**src/rtl/spi_xfer_pkg.sv**
```systemverilog
`timescale 1ns/1ps
package spi_xfer_pkg;

  typedef enum logic [1:0] {
    ST_IDLE = 2'd0,
    ST_RUN  = 2'd1,
    ST_WAIT = 2'd2
  } xfer_state_e;

  localparam int STS_W    = 3;
  localparam int STS_FEND = 0;
  localparam int STS_OVF  = 1;
  localparam int STS_UNF  = 2;

  // bits per word for a size code
  function automatic logic [5:0] word_bits(input logic [1:0] code);
    case (code)
      2'd0:    return 6'd8;
      2'd1:    return 6'd12;
      2'd2:    return 6'd16;
      default: return 6'd32;
    endcase
  endfunction

endpackage

```
**src/rtl/spi_xfer_clkgen.sv**
```systemverilog
`timescale 1ns/1ps
module spi_xfer_clkgen #(
  parameter int DIV_W = 16
) (
  input  logic             clk,
  input  logic             rst_n,
  input  logic             run,
  input  logic [DIV_W-1:0] div,
  output logic             tick
);
  logic [DIV_W-1:0] cnt;

  assign tick = run && (cnt == div);

  always_ff @(posedge clk or negedge rst_n) begin
    if (!rst_n)             cnt <= '0;
    else if (!run || tick)  cnt <= '0;
    else                    cnt <= cnt + 1'b1;
  end
endmodule

```
**src/rtl/spi_xfer_shifter.sv**
```systemverilog
`timescale 1ns/1ps
module spi_xfer_shifter #(
  parameter int DATA_W = 32,
  parameter int IDX_W  = $clog2(DATA_W)
) (
  input  logic              clk,
  input  logic              rst_n,
  input  logic              load,
  input  logic [DATA_W-1:0] load_word,
  input  logic [IDX_W-1:0]  load_pos,
  input  logic              drive,
  input  logic              sample,
  input  logic [IDX_W-1:0]  bit_pos,
  input  logic              miso,
  output logic              mosi,
  output logic [DATA_W-1:0] rx_word
);
  logic [DATA_W-1:0] txw, rxw;
  logic              mosi_q;

  always_comb begin
    rx_word = rxw;
    if (sample) rx_word[bit_pos] = miso;
  end

  always_ff @(posedge clk or negedge rst_n) begin
    if (!rst_n) begin
      txw    <= '0;
      rxw    <= '0;
      mosi_q <= 1'b0;
    end else if (load) begin
      txw    <= load_word;
      rxw    <= '0;
      mosi_q <= load_word[load_pos];
    end else begin
      if (drive)  mosi_q <= txw[bit_pos];
      if (sample) rxw    <= rx_word;
    end
  end

  assign mosi = mosi_q;
endmodule

```
**src/rtl/spi_xfer_status.sv**
```systemverilog
`timescale 1ns/1ps
module spi_xfer_status #(
  parameter int W = 3
) (
  input  logic         clk,
  input  logic         rst_n,
  input  logic [W-1:0] set,
  input  logic [W-1:0] clr,
  input  logic [W-1:0] en,
  output logic [W-1:0] sts,
  output logic         irq
);
  always_ff @(posedge clk or negedge rst_n) begin
    if (!rst_n) sts <= '0;
    else        sts <= (sts & ~clr) | set;
  end

  assign irq = |(sts & en);
endmodule

```
**src/rtl/spi_xfer_engine.sv**
```systemverilog
`timescale 1ns/1ps
module spi_xfer_engine
  import spi_xfer_pkg::*;
#(
  parameter int DATA_W = 32,
  parameter int DIV_W  = 16,
  parameter int LEN_W  = 16
) (
  input  logic              clk,
  input  logic              rst_n,
  input  logic [1:0]        cfg_wsize,
  input  logic [DIV_W-1:0]  cfg_div,
  input  logic              cfg_clk_idle,
  input  logic              cfg_drive_rise,
  input  logic              cfg_msb_first,
  input  logic              cfg_cs_idle,
  input  logic              cfg_cs_sw_mode,
  input  logic              cfg_cs_sw_level,
  input  logic              cfg_multi,
  input  logic [LEN_W-1:0]  cfg_len_m1,
  input  logic              tx_en,
  input  logic              rx_en,
  input  logic [STS_W-1:0]  irq_en,
  input  logic [STS_W-1:0]  sts_clr,
  output logic [STS_W-1:0]  sts,
  output logic              irq,
  input  logic [DATA_W-1:0] tx_data,
  input  logic              tx_valid,
  output logic              tx_ready,
  output logic [DATA_W-1:0] rx_data,
  output logic              rx_valid,
  input  logic              rx_ready,
  output logic              sck,
  output logic              mosi,
  input  logic              miso,
  output logic              cs
);
  localparam int IDX_W = $clog2(DATA_W);
  localparam int CNT_W = IDX_W + 2;

  xfer_state_e      state;
  logic [DIV_W-1:0] f_div;
  logic [CNT_W-1:0] f_n;
  logic             f_msb, f_drive_rise;
  logic [LEN_W-1:0] words_left;
  logic [CNT_W-1:0] edge_cnt, smp_cnt;
  logic             sck_q;
  logic             rx_valid_q;
  logic [DATA_W-1:0] rx_data_q;

  logic tick, start, in_edge, edge_is_drive, last_edge;
  logic drive, sample, more, wait_tick, fetch, underrun, load, overflow;
  logic [CNT_W-1:0] live_n, n_sel;
  logic             msb_sel;
  logic [IDX_W-1:0] load_pos, bit_pos;
  logic [DATA_W-1:0] rx_word;

  assign live_n   = CNT_W'(word_bits(cfg_wsize));
  assign n_sel    = (state == ST_IDLE) ? live_n : f_n;
  assign msb_sel  = (state == ST_IDLE) ? cfg_msb_first : f_msb;
  assign load_pos = msb_sel ? IDX_W'(n_sel - CNT_W'(1)) : '0;
  assign bit_pos  = f_msb ? IDX_W'(f_n - CNT_W'(1) - smp_cnt) : IDX_W'(smp_cnt);

  assign start         = (state == ST_IDLE) && tx_en && tx_valid;
  assign in_edge       = (state == ST_RUN) && tick;
  assign edge_is_drive = (~sck_q == f_drive_rise);
  assign last_edge     = in_edge && (edge_cnt == ((f_n << 1) - CNT_W'(1)));
  assign drive         = in_edge && edge_is_drive && (smp_cnt < f_n);
  assign sample        = in_edge && !edge_is_drive;
  assign more          = (words_left != '0);
  assign wait_tick     = (state == ST_WAIT) && tick;
  assign fetch         = wait_tick && more && tx_valid;
  assign underrun      = wait_tick && more && !tx_valid;
  assign load          = start || fetch;
  assign overflow      = last_edge && rx_en && rx_valid_q && !rx_ready;
  assign tx_ready      = ((state == ST_IDLE) && tx_en) || (wait_tick && more);

  spi_xfer_clkgen #(.DIV_W(DIV_W)) u_clk (
    .clk(clk), .rst_n(rst_n), .run(state != ST_IDLE), .div(f_div), .tick(tick)
  );

  spi_xfer_shifter #(.DATA_W(DATA_W), .IDX_W(IDX_W)) u_shf (
    .clk(clk), .rst_n(rst_n), .load(load), .load_word(tx_data),
    .load_pos(load_pos), .drive(drive), .sample(sample), .bit_pos(bit_pos),
    .miso(miso), .mosi(mosi), .rx_word(rx_word)
  );

  spi_xfer_status #(.W(STS_W)) u_sts (
    .clk(clk), .rst_n(rst_n),
    .set({underrun, overflow, wait_tick && !more}),
    .clr(sts_clr), .en(irq_en), .sts(sts), .irq(irq)
  );

  // frame sequencer
  always_ff @(posedge clk or negedge rst_n) begin
    if (!rst_n) begin
      state        <= ST_IDLE;
      f_div        <= '0;
      f_n          <= CNT_W'(8);
      f_msb        <= 1'b1;
      f_drive_rise <= 1'b0;
      words_left   <= '0;
      edge_cnt     <= '0;
      smp_cnt      <= '0;
      sck_q        <= 1'b0;
    end else begin
      unique case (state)
        ST_IDLE: begin
          sck_q <= cfg_clk_idle;
          if (start) begin
            f_div        <= cfg_div;
            f_n          <= live_n;
            f_msb        <= cfg_msb_first;
            f_drive_rise <= cfg_drive_rise;
            words_left   <= cfg_multi ? cfg_len_m1 : '0;
            edge_cnt     <= '0;
            smp_cnt      <= '0;
            state        <= ST_RUN;
          end
        end
        ST_RUN: begin
          if (tick) begin
            sck_q    <= ~sck_q;
            edge_cnt <= edge_cnt + CNT_W'(1);
            if (sample)    smp_cnt <= smp_cnt + CNT_W'(1);
            if (last_edge) state   <= ST_WAIT;
          end
        end
        ST_WAIT: begin
          if (tick) begin
            if (fetch) begin
              words_left <= words_left - LEN_W'(1);
              edge_cnt   <= '0;
              smp_cnt    <= '0;
              state      <= ST_RUN;
            end else begin
              state <= ST_IDLE;
            end
          end
        end
        default: state <= ST_IDLE;
      endcase
    end
  end

  // receive holding stage
  always_ff @(posedge clk or negedge rst_n) begin
    if (!rst_n) begin
      rx_valid_q <= 1'b0;
      rx_data_q  <= '0;
    end else begin
      if (rx_valid_q && rx_ready) rx_valid_q <= 1'b0;
      if (last_edge && rx_en && (!rx_valid_q || rx_ready)) begin
        rx_valid_q <= 1'b1;
        rx_data_q  <= rx_word;
      end
    end
  end

  assign rx_valid = rx_valid_q;
  assign rx_data  = rx_data_q;
  assign sck      = sck_q;
  assign cs       = cfg_cs_sw_mode ? cfg_cs_sw_level
                  : ((state != ST_IDLE) ? ~cfg_cs_idle : cfg_cs_idle);
endmodule

```
**config.mk**
```make
export PLATFORM = sky130hd
export DESIGN_NAME = spi_xfer_engine
export DESIGN_NICKNAME = d
export VERILOG_FILES = /design/src/rtl/spi_xfer_pkg.sv /design/src/rtl/spi_xfer_clkgen.sv /design/src/rtl/spi_xfer_shifter.sv /design/src/rtl/spi_xfer_status.sv /design/src/rtl/spi_xfer_engine.sv
export SDC_FILE = /design/constraint.sdc
export NUM_CORES = 1
export LEC_CHECK = 0
export CAP_MARGIN = 15
export CORE_MARGIN = 1
export CORE_UTILIZATION = 45
export DETAILED_ROUTE_END_ITERATION = 6
export DONT_BUFFER_PORTS = 1
export PLACE_DENSITY = 0.57
export SLEW_MARGIN = 30
export SYNTH_ARGS = -nofsm -noshare
export SYNTH_HDL_FRONTEND = slang
export SYNTH_SLANG_ARGS = --single-unit
```
**constraint.sdc**
```tcl
create_clock -name clk -period 3.4 [get_ports clk]
set_input_delay 0.51 -clock clk [delete_from_list [all_inputs] [get_ports clk]]
set_output_delay 0.51 -clock clk [all_outputs]
set_load 0.01 [all_outputs]
```
==> results.py <==
metrics = {
    "route": {
        "initialDrtViolationCount": 383,
        "wl_per_cell_um": 16.55,
        "via_per_inst": 5.483,
        "routed_wl_mm": 20.85,
        "vias": 6908,
        "firstDrtPassIters": 5,
        "ant_nets": 0,
        "drc": 0,
    },
    "global_routing": {
        "track_usage_pct": 21.81,
        "grt_max_degree": 173,
        "grt_pass1_wl_mm": 34.53,
        "grt_pass1_vias": 6685,
        "antenna_found_initial": 1,
        "grt.overflow.total": 0,
    },
    "flow_run": {
        "max_cap_viol_count": 0,
    },
    "clocking": {
        "cts-root-buf": "clkbuf_16",
        "clock_path_buffers": 2,
        "cts_sinks": 172,
        "tritoncts": "built",
        "htree_levels": 4,
        "cts_setup_buffers": 0,
        "cts_resized": 0,
        "clk_pin_slew_ns": 0.07,
        "numCtsBuffers": 17,
        "worstSkewPairLatency_ns": 0.43,
    },
    "setup_path": {
        "critical_path.slowest_cell": "or4b_4",
        "critical-path-top-delay-family": "simple AND/OR/NAND/NOR gates",
        "worst_setup_path_start_kind": "flip-flop",
        "arrival_ns": 2.60,
        "max_stage_delay_ns": 0.61,
        "cp_max_fo": 5,
        "crit_required_ns": 2.89,
        "cp_cell_sequence": "inv_1 -> ha_1 -> nor2b_1 -> nand2_1 -> or4b_4 -> a31o_1 -> nor2b_1",
        "cpMostUsedCell": "nor2b_1",
        "end_kind": "output pin",
        "cp_num_buf_inv": 1,
        "critPathKind": "flip-flop to output pin",
    },
    "die": {
        "num_io_pins": 127,
        "die_x_um": 142.8,
        "rows": 51,
        "start_util_pct": 45.84,
        "fp.dieH_um": 142.8,
        "core_area_um2": 19460,
        "die_area_um2": 20390,
    },
    "timing": {
        "fmax_ghz": 0.3211,
        "tns_ns": 0,
        "worstMarginPinSlew_ns": 0.7514,
        "slew_violations": 0,
        "relSlewSlack_pct": 49.66,
        "min_period_over_period_pct": 91.59,
        "period_needed_ns": 3.114,
        "fin_hold_ws_ns": -0.2216,
        "worst_clock_skew_ns": 0.01024,
        "finalHoldViolCount": 170,
        "setup_violations": 0,
        "rsz0062_at_grt": "false",
    },
    "finish": {
        "drive_gt1_share_pct": 10.36,
        "num-nets-final": 1078,
        "syn_to_final_growth_pct": 10.06,
    },
    "yosys": {
        "ys_seq_area_share_pct": 48.27,
        "async_flop_share_pct": 100.0,
        "syn_area_per_cell_um2": 9.029,
        "ys_ff_latch": 172,
        "yosysUniqueCellTypes": 63,
        "ys_warn_count": 0,
        "synth_edf_count": 0,
        "synth_nets": 1085,
        "synth_area_um2": 8921,
        "synth_cells": 988,
        "synth_ff_type": "dfrtp_1",
    },
    "place": {
        "post-dp-hpwl_mm": 13.95,
        "place.gp.congestion": 0.7970,
        "numPortBuffers": 0,
    },
    "outcome": {
        "violations": "hold timing",
        "status": "finished with violations",
    },
    "pwr": {
        "power_density_nw_per_um2": 538.1,
        "p_leak_uw": 0.004476,
        "vdd_drop_max_v": 0.0003660,
    },
    "hold_path": {
        "hold_class": "input port to asynchronous set/reset pin",
    },
}
## final timing paths
| check | slack, ns | from | cells after the start | to |
|---|---|---|---|---|
| max | 0.29 | words_left[0] | 7 | tx_ready |
| min | -0.22 | rst_n | 0 | f_div[6] |
| max reg2reg | 0.44 | smp_cnt[2] | 11 | rx_data[3] |
| min reg2reg | 0.47 | u_shf.txw[30] | 2 | u_shf.txw[30] |
| max in group asynchronous | 3.37 | rst_n | 0 | f_msb |
| min in group clk | 0.13 | cfg_wsize[1] | 1 | f_n[3] |
## flip-flops by register name, summed over array words and instances (netlist names)
| signal | flops |
|---|---|
| u_sts.sts | 3 |
| edge_cnt | 7 |
| sck | 1 |
| f_msb | 1 |
| state | 2 |
| f_drive_rise | 1 |
| u_shf.txw | 32 |
| u_shf.rxw | 32 |
| u_clk.cnt | 16 |
| words_left | 16 |
| f_div | 16 |
| f_n | 4 |
| rx_valid | 1 |
| smp_cnt | 7 |
| u_shf.mosi | 1 |
| rx_data | 32 |
## worst reg2reg max path: stages, from the launching register on
cell and delay [ns]:
dfrtp_1 0.50, inv_1 0.10, ha_1 0.14, inv_1 0.06
fa_1 0.37, xnor2_1 0.14, mux2i_1 0.39, nand3_1 0.22
nor2_1 0.49, nand2_1 0.14, a21boi_0 0.19, o21ai_0 0.09
## power breakdown
part           total, uW  internal, uW  switching, uW
sequential          2510          2300            212
combinational        815           346            468
clock               1960          1090            871
## stage by stage
stage               utilization, %  setup slack (ns)  total power (uW)  cell area [um2]  std cells
global placement             47.39            0.4404              3346             9224       1227
detailed placement           47.39            0.3338              3364             9224       1227
global route                 50.45           0.03232              5601             9818       1260
floorplan                        -            0.8044              3124             8921        988
finish                       50.45            0.2859              5283             9818       1260
CTS                          50.43            0.3047              5344             9816       1259
## cells in the mapped netlist (all sizes together) (3+ instances only)
master / n / share of area, %
inv: 32 / 1.3
nand3: 87 / 4.9
nor2: 59 / 2.5
mux2: 20 / 2.5
o21ai: 89 / 5.0
nand2b: 9 / 0.63
xor2: 25 / 2.5
mux2i: 8 / 0.90
ha: 10 / 1.4
o2bb2ai: 5 / 0.49
xnor2: 18 / 1.8
mux4: 8 / 2.0
dfrtp: 170 / 48
a22oi: 5 / 0.42
and2: 3 / 0.21
a21boi: 32 / 2.7
a31oi: 6 / 0.42
clkbuf: 29 / 1.2
o22ai: 5 / 0.35
nor2b: 9 / 0.63
nand2: 206 / 8.7
a21oi: 37 / 2.2
nor4: 12 / 0.98
or3: 10 / 0.70
nand4: 10 / 0.70
a211oi: 3 / 0.25
nor3: 15 / 0.95
buf: 23 / 1.4
and3: 8 / 0.56
## layout by cell type (no fill, tap or decap), types with 9 or more instances in the layout
cell       count
xnor2_1       17
xor2_1        25
ha_1          10
buf_4         26
o21ai_0       72
nor3_1        13
a21boi_0      32
dfrtp_1      170
nand4_1       10
nor2_1        57
a21oi_1       36
nand3_1       87
nor4_1        10
nand2_1      206
nor2b_1        9
mux2_2        20
o21ai_1       17
clkbuf_16     17
nand2b_1       9
inv_1         32
or3_1         10
## kinds of logic (layout without fill, tap and decap cells)
kind of cell | count (synthesis) | after routing | synth area share, %
and+or+nand+nor | 440 | 440 | 22.72
xor gates and xnor gates | 43 | 43 | 4.222
other | 0 | 1 | 0
DFF | 172 | 172 | 48.27
adders and majority gates | 11 | 11 | 1.627
AOI/OAI and AO/OA | 202 | 202 | 13.73
buffers and inverters | 84 | 90 | 3.983
muxes | 36 | 36 | 5.442
## cell type report
cell class | count | area (um2)
clock buffer | 20 | 466.7
timing repair buffer | 26 | 195.2
antenna | 1 | 2.502
inverter | 32 | 120.1
sequential | 172 | 4307
multi-input combinational | 732 | 4270
fill | 1900 | 9644
tap | 265 | 331.6
clock inverter | 12 | 125.1
## metal layers
metal	global-route usage, %	part of all wire (%)	vias up
met5	0	0	-
met4	6.338	1.2	0
met3	6.070	6.6	19
met2	33.67	46	162
met1	29.87	46	3314
li1	-	-	3413
Power figures use the tool's default switching activity.
